`src/rtl/fcr_pkg.sv`:
```
package fcr_pkg;
  localparam int unsigned REG_W     = 8;
  localparam logic        ADR_STAT  = 1'b0;
  localparam logic        ADR_CNFG  = 1'b1;
  // status bit positions
  localparam int unsigned ST_CC     = 7;
  localparam int unsigned ST_COL    = 6;
  localparam int unsigned ST_ERR    = 0;
  // configuration bit positions
  localparam int unsigned CF_CCIE   = 7;
  localparam int unsigned CF_COLIE  = 6;
  localparam int unsigned CF_ERSREQ = 5;
  // interrupt sources
  localparam int unsigned N_IRQ_SRC = 2;
endpackage

```
`src/rtl/fcr_cnfg_reg.sv`:
```
module fcr_cnfg_reg
  import fcr_pkg::*;
#(
  parameter int unsigned W = REG_W
) (
  input  logic         clk,
  input  logic         rst_n,
  input  logic         wr_en,
  input  logic [W-1:0] wdata,
  output logic         cc_ie,
  output logic         col_ie
);
  always_ff @(posedge clk or negedge rst_n) begin
    if (!rst_n) begin
      cc_ie  <= 1'b0;
      col_ie <= 1'b0;
    end else if (wr_en) begin
      cc_ie  <= wdata[CF_CCIE];
      col_ie <= wdata[CF_COLIE];
    end
  end
endmodule

```
`src/rtl/fcr_cmd_seq.sv`:
```
module fcr_cmd_seq (
  input  logic clk,
  input  logic rst_n,
  input  logic sw_go_req,
  input  logic ext_trig,
  input  logic eng_done,
  input  logic eng_err,
  output logic cc_flag,
  output logic ers_req,
  output logic launch_q,
  output logic ers_go_q,
  output logic err_stat
);
  logic acc_sw, acc_ext;

  assign acc_sw  = sw_go_req & cc_flag;
  assign acc_ext = ext_trig & cc_flag & ~acc_sw;

  always_ff @(posedge clk or negedge rst_n) begin
    if (!rst_n) begin
      cc_flag  <= 1'b1;
      ers_req  <= 1'b0;
      launch_q <= 1'b0;
      ers_go_q <= 1'b0;
      err_stat <= 1'b0;
    end else begin
      launch_q <= acc_sw;
      ers_go_q <= acc_ext;
      if (acc_sw || acc_ext)  cc_flag <= 1'b0;
      else if (eng_done)      cc_flag <= 1'b1;
      if (acc_ext)            ers_req <= 1'b1;
      else if (eng_done)      ers_req <= 1'b0;
      if (eng_err)                     err_stat <= 1'b1;
      else if (launch_q || ers_go_q)   err_stat <= 1'b0;
    end
  end
endmodule

```
`src/rtl/fcr_col_flag.sv`:
```
module fcr_col_flag (
  input  logic clk,
  input  logic rst_n,
  input  logic set_i,
  input  logic clr_i,
  output logic flag
);
  always_ff @(posedge clk or negedge rst_n) begin
    if (!rst_n)      flag <= 1'b0;
    else if (set_i)  flag <= 1'b1;
    else if (clr_i)  flag <= 1'b0;
  end
endmodule

```
`src/rtl/fcr_irq_gen.sv`:
```
module fcr_irq_gen #(
  parameter int unsigned NSRC = 2
) (
  input  logic            clk,
  input  logic            rst_n,
  input  logic [NSRC-1:0] enable,
  input  logic [NSRC-1:0] event_lvl,
  output logic            irq
);
  logic [NSRC-1:0] term;

  for (genvar g = 0; g < NSRC; g++) begin : g_term
    assign term[g] = enable[g] & event_lvl[g];
  end

  always_ff @(posedge clk or negedge rst_n) begin
    if (!rst_n) irq <= 1'b0;
    else        irq <= |term;
  end
endmodule

```
`src/rtl/fcr_regs.sv`:
```
module fcr_regs
  import fcr_pkg::*;
(
  input  logic             clk,
  input  logic             rst_n,
  input  logic             reg_wr,
  input  logic             reg_addr,
  input  logic [REG_W-1:0] reg_wdata,
  output logic [REG_W-1:0] reg_rdata,
  input  logic             ext_erase_trig,
  input  logic             eng_done,
  input  logic             eng_err,
  input  logic             eng_rd_col,
  output logic             cmd_launch,
  output logic             erase_all_go,
  output logic             erase_all_busy,
  output logic             irq
);
  logic wr_stat, wr_cnfg;
  logic cc_ie, col_ie;
  logic cc_flag, ers_req, err_stat, col_flag;
  logic [REG_W-1:0] stat_view, cnfg_view;

  assign wr_stat = reg_wr & (reg_addr == ADR_STAT);
  assign wr_cnfg = reg_wr & (reg_addr == ADR_CNFG);

  fcr_cnfg_reg #(.W(REG_W)) u_cnfg (
    .clk(clk), .rst_n(rst_n), .wr_en(wr_cnfg), .wdata(reg_wdata),
    .cc_ie(cc_ie), .col_ie(col_ie)
  );

  fcr_cmd_seq u_seq (
    .clk(clk), .rst_n(rst_n),
    .sw_go_req(wr_stat & reg_wdata[ST_CC]),
    .ext_trig(ext_erase_trig), .eng_done(eng_done), .eng_err(eng_err),
    .cc_flag(cc_flag), .ers_req(ers_req),
    .launch_q(cmd_launch), .ers_go_q(erase_all_go), .err_stat(err_stat)
  );

  fcr_col_flag u_col (
    .clk(clk), .rst_n(rst_n), .set_i(eng_rd_col),
    .clr_i(wr_stat & reg_wdata[ST_COL]), .flag(col_flag)
  );

  fcr_irq_gen #(.NSRC(N_IRQ_SRC)) u_irq (
    .clk(clk), .rst_n(rst_n),
    .enable({col_ie, cc_ie}), .event_lvl({col_flag, cc_flag}),
    .irq(irq)
  );

  always_comb begin
    stat_view          = '0;
    stat_view[ST_CC]   = cc_flag;
    stat_view[ST_COL]  = col_flag;
    stat_view[ST_ERR]  = err_stat;
    cnfg_view            = '0;
    cnfg_view[CF_CCIE]   = cc_ie;
    cnfg_view[CF_COLIE]  = col_ie;
    cnfg_view[CF_ERSREQ] = ers_req;
  end

  assign reg_rdata      = (reg_addr == ADR_CNFG) ? cnfg_view : stat_view;
  assign erase_all_busy = ers_req;
endmodule

```
`config.mk`:
```
export PLATFORM = sky130hd
export DESIGN_NAME = fcr_regs
export DESIGN_NICKNAME = d
export VERILOG_FILES = /design/src/rtl/fcr_pkg.sv /design/src/rtl/fcr_cnfg_reg.sv /design/src/rtl/fcr_cmd_seq.sv /design/src/rtl/fcr_col_flag.sv /design/src/rtl/fcr_irq_gen.sv /design/src/rtl/fcr_regs.sv
export SDC_FILE = /design/constraint.sdc
export NUM_CORES = 1
export LEC_CHECK = 0
export BUFFER_PORTS_ARGS = -buffer_cell sky130_fd_sc_hd__buf_2
export CAP_MARGIN = 10
export CELL_PAD_IN_SITES_DETAIL_PLACEMENT = 0
export CELL_PAD_IN_SITES_GLOBAL_PLACEMENT = 1
export CORE_MARGIN = 2
export CORE_UTILIZATION = 24
export DETAILED_ROUTE_END_ITERATION = 6
export PLACE_DENSITY = 0.68
export REMOVE_ABC_BUFFERS = 1
export SLEW_MARGIN = 10
export SYNTH_ARGS = -nofsm -noshare
export SYNTH_HDL_FRONTEND = slang
export SYNTH_SLANG_ARGS = --single-unit
```
`constraint.sdc`:
```
create_clock -name clk -period 0.8 [get_ports clk]
set_input_delay 0.04 -clock clk [delete_from_list [all_inputs] [get_ports clk]]
set_output_delay 0.04 -clock clk [all_outputs]
set_load 0.005 [all_outputs]
```
==> impl_metrics.tcl <==
set metrics [dict create \
    grt_antenna_before_repair 0 \
    synth-edff-count 0 \
    core-area_sq_mm 0.001559 \
    finalNetCount 80 \
    ant_nets 0 \
    routed-via-count 336 \
    ys_seq_elements 9 \
    placed_cell_area_sq_um 496.7 \
    drc 0 \
    root_buffer "clkbuf_4" \
    port_buffers 17 \
    p_leak_nw 0.3396 \
    postLayoutCellArea_sq_um 654.4 \
    overflow 0 \
    via_per_inst 4.253 \
    yosysSeqAreaShare 0.5518 \
    synth_fa_ha_area_frac 0 \
    critical_path.max_fanout 2 \
    hold_viol_final 0 \
    cts_tree "done" \
    final_common_cell "buf_2" \
    synthMuxAreaShare 0.1098 \
    grt_max_degree 10 \
    status "complete, but fails checks" \
    num_antenna_cells 0 \
    synth_cells 34 \
    synth_xor_area_frac 0 \
    reg2regPathDepth 3 \
    synthArstFlopShare 1.000 \
    cts_buffer_depth 2 \
    dieArea_sq_mm 0.002057 \
    required_ns 0.76 \
    period_needed_ns 1.056 \
    worstHoldPathType "input port to flop" \
    place_ws_ns -0.03223 \
    dp_hpwl_um 564.7 \
    arrival_ns 1.02 \
    clock-sinks 9 \
    violations "setup timing" \
    grt_pass1_vias 315 \
    fin_crit_sh 1.320 \
    syn_area_per_cell_sq_um 12.07 \
    wl_per_cell_um 10.58 \
    total_power_mw 1.213 \
    first_pass_iters 2 \
    area_growth_pct 59.45 \
    place_congestion 0.6563 \
    ir_drop_uv 1141 \
    endpoint_kind "output pin" \
    reg2reg_slack_ns -0.10 \
    numCtsBuffers 3 \
    h-tree-depth 1 \
    dieWidth_um 45.35 \
    grt_first_pass_wirelength_um 1255 \
    io_pins 28 \
    chipHeight_um 45.35 \
    fillerInstances 157 \
    synth_cell_type_count 20 \
    synth-main-ff-cell "dfrtp_1" \
    final.setup.worst_slack_ns -0.2560 \
    crit_type "flop to output pin" \
    start_util 0.2632 \
    worstHoldPathCells 2 \
    synth_top_family_by_area "simple AND/OR/NAND/NOR gates" \
    clock.fmax_ghz 0.9469 \
    syn-cell-area_sq_um 410.4 \
    final_cell_mix "buf_2, dfrtp_1, buf_6, buf_4" \
    synth_simple_gate_area_frac 0.1524 \
    rsz0062_at_grt "yes" \
    drive_above_1_share 0.5873 \
    slew_viol_final 0 \
    yosys_warnings 0 \
    setup_viol 12 \
    rows 14 \
    skew_ns 0.001499 \
    critPathLaunchType "flop" \
    synth-compound-area-share 0.09451 \
    grt.total_usage 0.09174 \
    maxCapViolCount 0 \
    dr.first_iter.drc_count 4 \
    power-per-cell-area_mw_per_mm2 1854 \
    clkSlewWorstSetupHoldPaths_ns 0.06 \
    clock_latency_ns 0.25 \
    routed_wl_um 836 \
]
==> per-layer routing <==
metal | wire length, um | part of all wire | track usage
met5 | 0 | 0 | 0
met4 | 0 | 0 | 0.01765
met3 | 65 | 0.078 | 0.07200
met2 | 416 | 0.50 | 0.1514
met1 | 353 | 0.42 | 0.09136
==> cells in the mapped netlist (2+ instances only) <==
library cell  instances  area [sq um]
buf_4                 4         30.03
dfrtp_1               8         200.2
mux2_2                2         22.52
nor2_1                2         7.510
mux2_1                2         22.52
a21o_1                2         15.01
==> flip-flops by register name, indices dropped and copies added (netlist names) <==
| signal | flops |
|---|---|
| u_seq.cc_flag | 1 |
| u_cnfg.col_ie | 1 |
| u_col.flag | 1 |
| u_irq.irq | 1 |
| u_cnfg.cc_ie | 1 |
| u_seq.ers_req | 1 |
| u_seq.launch_q | 1 |
| u_seq.ers_go_q | 1 |
| u_seq.err_stat | 1 |
==> final cells by class <==
class | instances | area, sq um | share of cell area
multi-input cells | 23 | 188.9 | 0.2887
repair buffers | 26 | 188.9 | 0.2887
inverters | 1 | 3.754 | 0.005736
flip-flops and latches | 9 | 226.5 | 0.3461
clock buffers | 4 | 26.28 | 0.04015
well taps | 16 | 20.02 | 0.03059
==> metrics by stage <==
step / instances / util / hold WS, ns / TNS, ns
floorplan: 33 / - / -0.2556 / 0
global placement: 66 / 0.3186 / -0.09845 / -0.06465
detailed placement: 66 / 0.3186 / -0.09756 / -0.07291
CTS: 78 / 0.3989 / 0.002570 / -1.448
global route: 79 / 0.4197 / 0.02913 / -1.857
finish: 79 / 0.4197 / 0.03529 / -1.388
==> timing repair <==
item                                    4_1_cts  5_1_grt
hold endpoints to repair                     11        0
gates cloned                                  0        0
endpoints found under the setup margin        8       14
pin swaps                                     0        2
buffers inserted                              5        2
hold buffers                                  3        0
gates resized for setup                       7        6
==> where the power goes <==
| group | switching (mW) | internal, mW | leakage, nW |
|---|---|---|---|
| clock network | 0.144 | 0.191 | 0.0150 |
| logic | 0.119 | 0.219 | 0.220 |
| registers | 0.0247 | 0.515 | 0.104 |
| total | 0.287 | 0.926 | 0.340 |
==> worst max-delay path, cell delays in order (launching register included) <==
cell	delay, ns
dfrtp_1	0.37
mux2_4	0.27
buf_6	0.11
==> cells by family (layout without fill, tap and decap cells) <==
group / after synthesis / after routing
multiplexers: 4 / 4
flip-flops: 9 / 9
other: 1 / 4
buffers and inverters: 5 / 31
AND/OR/NAND/NOR: 10 / 10
AO/OA/AOI/OAI: 5 / 5
==> path summary, 6_finish.rpt <==
path,startpoint,endpoint
setup reg to reg,u_seq.cc_flag,u_seq.ers_req
hold / removal,reg_wdata[7],u_cnfg.cc_ie
min in group asynchronous,rst_n,u_seq.launch_q
hold reg to reg,u_seq.err_stat,u_seq.err_stat
max in group asynchronous,rst_n,u_seq.cc_flag
setup / recovery,u_col.flag,reg_rdata[6]
Note: power is estimated with default switching activity, not from simulation.
